==> src/rtl/serwake_pkg.sv <==
package serwake_pkg;

  typedef enum logic [1:0] {
    PS_D0 = 2'b00,
    PS_D1 = 2'b01,
    PS_D2 = 2'b10,
    PS_D3 = 2'b11
  } pstate_e;

  localparam int NUM_LINES  = 5;
  localparam int LN_RING    = 0;
  localparam int LN_CTS     = 1;
  localparam int LN_DSR     = 2;
  localparam int LN_DCD     = 3;
  localparam int LN_SIN     = 4;

  localparam int CSR_W      = 16;
  localparam int CSR_STS    = 15;
  localparam int CSR_ENA    = 8;

  typedef logic [NUM_LINES-1:0] line_vec_t;

  function automatic logic is_low_power(input logic [1:0] ps);
    return ps[1];
  endfunction

endpackage

==> src/rtl/serwake_sync.sv <==
module serwake_sync #(
  parameter int WIDTH     = 5,
  parameter int STAGES    = 2,
  parameter logic [WIDTH-1:0] RST_VAL = '1
) (
  input  logic             clk,
  input  logic             rst_n,
  input  logic [WIDTH-1:0] din,
  output logic [WIDTH-1:0] dout
);

  logic [WIDTH-1:0] stg_q [STAGES];
  logic [WIDTH-1:0] stg_d [STAGES];

  // Next-state: each stage takes the one before it.
  always_comb begin
    stg_d[0] = din;
    for (int s = 1; s < STAGES; s++) begin
      stg_d[s] = stg_q[s-1];
    end
  end

  genvar g;
  generate
    for (g = 0; g < STAGES; g++) begin : g_stage
      always_ff @(posedge clk or negedge rst_n) begin
        if (!rst_n) begin
          stg_q[g] <= RST_VAL;
        end else begin
          stg_q[g] <= stg_d[g];
        end
      end
    end
  endgenerate

  assign dout = stg_q[STAGES-1];

endmodule

==> src/rtl/serwake_chan.sv <==
module serwake_chan
  import serwake_pkg::*;
#(
  parameter int SYNC_STAGES = 2
) (
  input  logic      clk,
  input  logic      rst_n,
  input  logic [1:0] pstate,
  input  line_vec_t lines_in,
  input  logic      mask_we,
  input  line_vec_t mask_wdata,
  output logic      wake,
  output logic      sin_wake,
  output logic      clk_req
);

  line_vec_t line_s;
  line_vec_t prev_q, prev_d;
  line_vec_t mask_q, mask_d;
  logic      creq_q, creq_d;
  line_vec_t chg;
  line_vec_t hit;
  logic      ring_trail;

  serwake_sync #(
    .WIDTH  (NUM_LINES),
    .STAGES (SYNC_STAGES),
    .RST_VAL({NUM_LINES{1'b1}})
  ) u_sync (
    .clk  (clk),
    .rst_n(rst_n),
    .din  (lines_in),
    .dout (line_s)
  );

  // Detection works on the synchronized value against the previous one.
  always_comb begin
    chg        = line_s ^ prev_q;
    ring_trail = line_s[LN_RING] & ~prev_q[LN_RING];
    hit        = '0;
    unique case (pstate_e'(pstate))
      PS_D3:   hit[LN_RING] = ring_trail;
      PS_D2:   hit = chg & ~mask_q;
      default: hit = '0;
    endcase
  end

  assign wake     = |hit;
  assign sin_wake = hit[LN_SIN];

  // Next-state for the history, mask and clock request registers.
  always_comb begin
    prev_d = line_s;
    mask_d = mask_q;
    if (mask_we) begin
      mask_d = mask_wdata;
    end
    creq_d = creq_q;
    if (!is_low_power(pstate)) begin
      creq_d = 1'b0;
    end else if (sin_wake) begin
      creq_d = 1'b1;
    end
  end

  always_ff @(posedge clk or negedge rst_n) begin
    if (!rst_n) begin
      prev_q <= '1;
      mask_q <= '0;
      creq_q <= 1'b0;
    end else begin
      prev_q <= prev_d;
      mask_q <= mask_d;
      creq_q <= creq_d;
    end
  end

  assign clk_req = creq_q | sin_wake;

endmodule

==> src/rtl/serwake_csr.sv <==
module serwake_csr
  import serwake_pkg::*;
(
  input  logic             clk,
  input  logic             rst_n,
  input  logic             wake_any,
  input  logic             csr_we,
  input  logic [CSR_W-1:0] csr_wdata,
  output logic             sts_q,
  output logic             ena_q
);

  logic sts_d, ena_d;
  logic clr;

  assign clr = csr_we & csr_wdata[CSR_STS];

  always_comb begin
    sts_d = sts_q;
    if (wake_any) begin
      sts_d = 1'b1;
    end else if (clr) begin
      sts_d = 1'b0;
    end
    ena_d = ena_q;
    if (csr_we) begin
      ena_d = csr_wdata[CSR_ENA];
    end
  end

  always_ff @(posedge clk or negedge rst_n) begin
    if (!rst_n) begin
      sts_q <= 1'b0;
      ena_q <= 1'b0;
    end else begin
      sts_q <= sts_d;
      ena_q <= ena_d;
    end
  end

endmodule

==> src/rtl/serwake_top.sv <==
module serwake_top
  import serwake_pkg::*;
#(
  parameter int NUM_CH      = 2,
  parameter int SYNC_STAGES = 2
) (
  input  logic              clk,
  input  logic              rst_n,
  input  logic [1:0]        pstate,
  input  logic [NUM_CH-1:0] ri_n,
  input  logic [NUM_CH-1:0] cts_n,
  input  logic [NUM_CH-1:0] dsr_n,
  input  logic [NUM_CH-1:0] dcd_n,
  input  logic [NUM_CH-1:0] sin,
  input  logic [NUM_CH-1:0] mask_we,
  input  logic [4:0]        mask_wdata,
  input  logic              csr_we,
  input  logic [15:0]       csr_wdata,
  output logic [15:0]       csr_rdata,
  output logic              pme_n,
  output logic [NUM_CH-1:0] clk_req
);

  logic [NUM_CH-1:0] wake_vec;
  logic [NUM_CH-1:0] sin_wake_vec;
  logic              wake_any;
  logic              sts_q, ena_q;

  genvar c;
  generate
    for (c = 0; c < NUM_CH; c++) begin : g_ch
      line_vec_t ln;
      always_comb begin
        ln          = '1;
        ln[LN_RING] = ri_n[c];
        ln[LN_CTS]  = cts_n[c];
        ln[LN_DSR]  = dsr_n[c];
        ln[LN_DCD]  = dcd_n[c];
        ln[LN_SIN]  = sin[c];
      end

      serwake_chan #(
        .SYNC_STAGES(SYNC_STAGES)
      ) u_chan (
        .clk       (clk),
        .rst_n     (rst_n),
        .pstate    (pstate),
        .lines_in  (ln),
        .mask_we   (mask_we[c]),
        .mask_wdata(mask_wdata),
        .wake      (wake_vec[c]),
        .sin_wake  (sin_wake_vec[c]),
        .clk_req   (clk_req[c])
      );
    end
  endgenerate

  assign wake_any = |wake_vec;

  serwake_csr u_csr (
    .clk      (clk),
    .rst_n    (rst_n),
    .wake_any (wake_any),
    .csr_we   (csr_we),
    .csr_wdata(csr_wdata),
    .sts_q    (sts_q),
    .ena_q    (ena_q)
  );

  // Event output follows status, or a same-cycle detection, gated by enable.
  assign pme_n = ~(ena_q & (sts_q | wake_any));

  always_comb begin
    csr_rdata          = '0;
    csr_rdata[CSR_STS] = sts_q;
    csr_rdata[CSR_ENA] = ena_q;
  end

endmodule

==> config.mk <==
export PLATFORM = sky130hd
export DESIGN_NAME = serwake_top
export DESIGN_NICKNAME = d
export VERILOG_FILES = /design/src/rtl/serwake_pkg.sv /design/src/rtl/serwake_sync.sv /design/src/rtl/serwake_chan.sv /design/src/rtl/serwake_csr.sv /design/src/rtl/serwake_top.sv
export SDC_FILE = /design/constraint.sdc
export NUM_CORES = 1
export LEC_CHECK = 0
export ABC_CLOCK_PERIOD_IN_PS = 3000
export BUFFER_PORTS_ARGS = -buffer_cell sky130_fd_sc_hd__buf_4
export CAP_MARGIN = 30
export CORE_ASPECT_RATIO = 0.8
export CORE_MARGIN = 10
export CORE_UTILIZATION = 32
export CTS_CLUSTER_DIAMETER = 60
export CTS_CLUSTER_SIZE = 25
export DETAILED_ROUTE_END_ITERATION = 6
export SLEW_MARGIN = 20
export SYNTH_ARGS = -nofsm -noshare
export SYNTH_HDL_FRONTEND = slang
export SYNTH_HIERARCHICAL = 1
export SYNTH_SLANG_ARGS = --single-unit
==> constraint.sdc <==
create_clock -name clk -period 3 [get_ports clk]
set_input_delay 0.6 -clock clk [delete_from_list [all_inputs] [get_ports clk]]
set_output_delay 0.6 -clock clk [all_outputs]
set_load 0.005 [all_outputs]
==> results of run 1 <==
[flip-flops by register name (all words and copies together) (netlist names)]
register,count
u_csr/ena_q,1
u_csr/sts_q,1
g_ch.u_chan/u_sync/dout,10
g_ch.u_chan/prev_q,10
g_ch.u_chan/mask_q,10
g_ch.u_chan/creq_q,2
g_ch.u_chan/u_sync/stg_d,10
[power breakdown]
group	internal, mW	switching [mW]
clock network	0.250	0.194
registers	0.649	0.0205
logic	0.0640	0.0497
[area by class of cell]
cell class | count | share of cell area
Sequential cell | 44 | 0.577
Multi-Input combinational cell | 57 | 0.215
Timing Repair Buffer | 28 | 0.106
Tap cell | 62 | 0.0393
Clock buffer | 5 | 0.0349
Clock inverter | 3 | 0.0234
Inverter | 2 | 0.00380
[worst min path at each step]
stage | start | to | depth (start not counted)
finish | rst_n | g_ch[1].u_chan/mask_q[0]$_DFFE_PN0P_ | 1
CTS | rst_n | g_ch[0].u_chan/mask_q[3]$_DFFE_PN0P_ | 1
floorplan | rst_n | g_ch[0].u_chan/creq_q$_DFFE_PN0P_ | 0
detailed placement | g_ch[1].u_chan/u_sync/stg_d[0]$_DFF_PN1_ | g_ch[1].u_chan/u_sync/dout[0]$_DFF_PN1_ | 0
global route | rst_n | g_ch[1].u_chan/mask_q[0]$_DFFE_PN0P_ | 1
global placement | g_ch[0].u_chan/u_sync/stg_d[1]$_DFF_PN1_ | g_ch[0].u_chan/u_sync/dout[1]$_DFF_PN1_ | 0
[stage by stage]
| stage | cell area, um^2 | setup slack, ns | util | hold slack, ns |
|---|---|---|---|---|
| after detailed placement | 1860 | 0.446 | 0.373 | 0.348 |
| after global placement | 1860 | 0.442 | 0.373 | 0.345 |
| after floorplan | 1690 | 0.663 | - | 0.304 |
| final | 1970 | 0.150 | 0.397 | 0.269 |
| after CTS | 1970 | 0.110 | 0.397 | 0.274 |
| after global routing | 1970 | 0.0332 | 0.397 | 0.305 |
[layer usage]
metal	vias to the layer above	share of wire
li1	394	-
met1	386	0.44
met2	30	0.46
met3	5	0.087
met4	0	0.015
met5	-	0
==> key figures, run 1 <==
STA
  • Actual slew at the worst max-slew pin: a little over 0.5 ns
  • Slew Limit Fails: 0
  • Crit path time final: roughly 2.9 ns
  • Fmax: 351 MHz
  • Crit share post-route: 0.950
  • RSZ-0062 raised after global routing: no
  • Slew margin rel.: 0.655
  • Setup violators final: 0
  • TNS Setup: 0 ns
  • Clock skew: 0.00795 ns
  • Final hold violations: 0

Finish
  • Layout area overhead: 20.2%
  • Final Net Count: 178
  • Commonest non-fill, non-tap cell in the layout: dfstp_2
  • Multi-input logic area: 425 um^2
  • Sequential cell area: 1140 um^2
  • Layout cells sized above 1: 0.561
  • Ant diodes: 0
  • Fillers: 456
  • Commonest cells after routing, fill and taps aside: dfstp_2, buf_4, conb_1, dfrtp_1, mux2_2
  • Non-filler cells, final: approximately 200

Place
  • Post-DP HPWL: 2080 um
  • Final Wtd Congestion: 0.739
  • Port Buffers: 28
  • DP Cell Count: roughly 190

Die
  • Ports: 57
  • Row cnt: 23
  • Initial Utilization: 0.330
  • Chip Width: between 100 and 150 um
  • Core footprint: between 4000 and 5000 um^2
  • Die Area: 8420 um^2
  • Die Y: 84.1 um

Global route
  • Vias in the first global route: 978
  • GRT met1 Usage: 0.0737
  • Total congestion overflow: 0
  • First-pass GRT wire length: 4510 um
  • Antenna violations before repair: 0
  • Busiest grt layer: met2
  • GR Layer Usage met2: 0.106
  • Largest net degree at the start of global routing: 45
  • Met3 Track Usage GR: 0.0397
  • Total track usage: 0.0678

CTS
  • CTS tree: built
  • Resized cells post-CTS: 0
  • Bufs on Longest Clock Path: 2
  • Root Driver: clkbuf_8
  • Clock transition at path regs: ~0.090 ns
  • Cts hold-fix bufs: 0
  • Post-CTS Setup Inserts: 0
  • Later-pin clock latency in the skew report: 0.30 ns
  • CTS sink cnt: 44
  • Num CTS Buffers: 5
  • H-tree depth: 2

Drt
  • Post-Route WL: 2660 um
  • Initial DRT Pass Iterations: 4
  • Average wire per cell in the routed design: 13.2 um
  • Via count: 815
  • Final ANT Viol Nets: 0
  • DRC errors left: 0
  • Post-detailed-route via-to-cell ratio: 4.05
  • Detailed Route Iter0 Violations: 43

Worst setup path
  • Crit-path slowest cell: dfstp_2
  • CP Depth: 7
  • Crit path arrival time: ~2.3 ns
  • R2r endpoint: u_csr/sts_q$_DFFE_PN0P_
  • Setup CP Type: register to output port
  • Worst R2R Setup Slack: 0.94 ns
  • CP Capture Type: output port
  • CP Cell Sequence: inv_1 -> ha_1 -> nor3_1 -> a221o_1 -> o41a_1 -> o31ai_2 -> buf_4
  • Reg2Reg Depth: 7
  • Critical Path Start Type: register
  • Delay-heaviest family, CP: compound AO/OA/AOI/OAI gates
  • Crit path max fanout: 2
  • Crit path largest cell delay: roughly 0.53 ns
  • Critical path buffers and inverters: 2
  • RR Startpoint: g_ch[1].u_chan/prev_q[0]$_DFF_PN1_
  • Worst endpoint required time: 2.40 ns
  • Worst setup path start: g_ch[1].u_chan/prev_q[0]$_DFF_PN1_
  • Crit path capture: pme_n

Yosys
  • Synth Warn #: 6
  • Synth Cell Area: 1640 um^2
  • Cell count after synthesis: 106
  • Synthesized area per cell: around 15 um^2

Power
  • PwrDens: 622 nW/um^2
  • VDD IR max: between 0.3 and 0.4 mV
  • Pwr Total: ~1.2 mW
  • Lkg Pwr: 0.869 nW

Status
  • Status: completed

Min path
  • Worst hold path class: input port to async pin

Run
  • Max_cap viols: 0
(Power assumes the default switching activity.)
==> run 2: changes to the inputs <==
Settings changed: ABC_CLOCK_PERIOD_IN_PS 3000 to 3100, PLACE_DENSITY set to 0.54.
Clock period 3 ns to 3.1 ns, I/O delays scaled along.
==> key figures, run 2 (synthesized netlist as in run 1, its figures left out) <==
STA
  • RSZ-0062 raised after global routing: no
  • Crit path time final: between 2 and 3 ns
  • Crit share post-route: 0.927
  • Fmax: 348 MHz
  • Actual slew at the worst max-slew pin: 0.530 ns
  • Slew margin rel.: 0.646
  • Worst Hold Slack: 0.315 ns
  • TNS Setup: 0 ns
  • Final hold violations: 0
  • Final WS setup: 0.225 ns
  • Setup violators final: 0
  • Clock skew: 0.00329 ns
  • Slew Limit Fails: 0

Run
  • Max_cap viols: 0

Die
  • Ports: 57
  • Row cnt: 23
  • Die Area: about 8400 um^2
  • Chip Width: 100 um
  • Die Y: 84.1 um
  • Initial Utilization: 0.330
  • Core footprint: about 5000 um^2

CTS
  • Cts hold-fix bufs: 0
  • Num CTS Buffers: 5
  • Post-CTS Setup Inserts: 0
  • Clock transition at path regs: 0.07 ns
  • CTS tree: built
  • Bufs on Longest Clock Path: 2
  • H-tree depth: 2
  • Root Driver: clkbuf_8
  • Later-pin clock latency in the skew report: 0.28 ns
  • Resized cells post-CTS: 0
  • CTS sink cnt: 44

Drt
  • Initial DRT Pass Iterations: 3
  • Detailed Route Iter0 Violations: 25
  • Final ANT Viol Nets: 0
  • Average wire per cell in the routed design: roughly 14 um
  • Via count: 831
  • Post-Route WL: 2740 um
  • Post-detailed-route via-to-cell ratio: 4.16
  • DRC errors left: 0

Finish
  • Layout Utilization: 0.389
  • Commonest non-fill, non-tap cell in the layout: dfstp_2
  • Multi-input logic area: 425 um^2
  • Layout cells sized above 1: 0.551
  • Fillers: 485
  • Sequential cell area: approximately 1100 um^2
  • Final Net Count: 178
  • Ant diodes: 0
  • Layout area overhead: 17.9%
  • Commonest cells after routing, fill and taps aside: dfstp_2, buf_4, conb_1, dfrtp_1, mux2_2

Worst setup path
  • Crit path arrival time: 2.25 ns
  • Critical Path Start Type: register
  • Reg2Reg Depth: 7
  • RR Startpoint: g_ch[1].u_chan/prev_q[0]$_DFF_PN1_
  • CP Capture Type: output port
  • Crit path max fanout: 2
  • Worst R2R Setup Slack: 1.03 ns
  • R2r endpoint: u_csr/sts_q$_DFFE_PN0P_
  • Worst endpoint required time: approximately 2.5 ns
  • Setup CP Type: register to output port

Global route
  • Antenna violations before repair: 0
  • Total congestion overflow: 0
  • First-pass GRT wire length: 4420 um
  • Largest net degree at the start of global routing: 45
  • Vias in the first global route: about 900
  • Total track usage: 0.0664

Power
  • VDD IR max: 0.250 mV
  • Pwr Total: roughly 1.1 mW
  • PwrDens: 555 nW/um^2
  • Lkg Pwr: 0.855 nW

Status
  • Status: completed

Place
  • Final Wtd Congestion: 0.794
  • Port Buffers: 28
  • Post-DP HPWL: ~2100 um
  • Setup WS pre-CTS: 0.499 ns

Min path
  • Worst hold path class: input port to async pin
run 2: cell count changes in the layout (fill, tap and decap cells not counted), sizes merged:
cell	previous run	this run
clkbuf	5	6
clkinv	0	1
bufinv	1	0
clkinvlp	1	0
inv	3	2
run 2: worst max-delay path by stage:
stage                                       start     to  slack, ns  cells past startpoint
2_1_floorplan  g_ch[1].u_chan/prev_q[0]$_DFF_PN1_  pme_n       0.74                      6
3_3_place_gp                            pstate[0]  pme_n       0.48                      6
3_5_place_dp                            pstate[0]  pme_n       0.50                      6
4_1_cts        g_ch[1].u_chan/prev_q[0]$_DFF_PN1_  pme_n       0.21                      7
5_1_grt        g_ch[1].u_chan/prev_q[0]$_DFF_PN1_  pme_n       0.16                      7
6_report       g_ch[1].u_chan/prev_q[0]$_DFF_PN1_  pme_n       0.23                      7
run 2: metrics by stage:
stage | cells | area [um^2]
2_1_floorplan | 119 | 1690
3_3_place_gp | 193 | 1860
3_5_place_dp | 193 | 1860
4_1_cts | 200 | 1940
5_1_grt | 200 | 1940
6_report | 200 | 1940
run 2: metal layers:
metal / share of wire / wire (um) / up-vias / track usage
met2: 0.48 / 1320 / 29 / 0.0992
met4: 0.0077 / 21 / 0 / 0.0269
met3: 0.099 / 270 / 3 / 0.0414
met5: 0 / 0 / - / 0
li1: - / - / 392 / -
met1: 0.41 / 1130 / 407 / 0.0738
run 2: final cells by class:
type,instances,share of cell area
clock buffer,6,0.0375
clock inverter,1,0.00258
inverter,2,0.00388
multi-input combinational,57,0.220
sequential,44,0.588
tap,62,0.0401
timing repair buffer,28,0.109
run 2: power breakdown:
group,internal (mW),total [mW],switching (mW)
Combinational,0.0620,0.111,0.0486
Sequential,0.628,0.647,0.0193
Clock,0.153,0.318,0.165
run 2: worst max-delay path, stage by stage (launching register included):
cell and delay [ns]:
dfstp_2 0.52, inv_1 0.03, ha_1 0.26, nor3_1 0.04, a221o_1 0.28, o41a_1 0.45, o31ai_2 0.25, buf_4 0.15
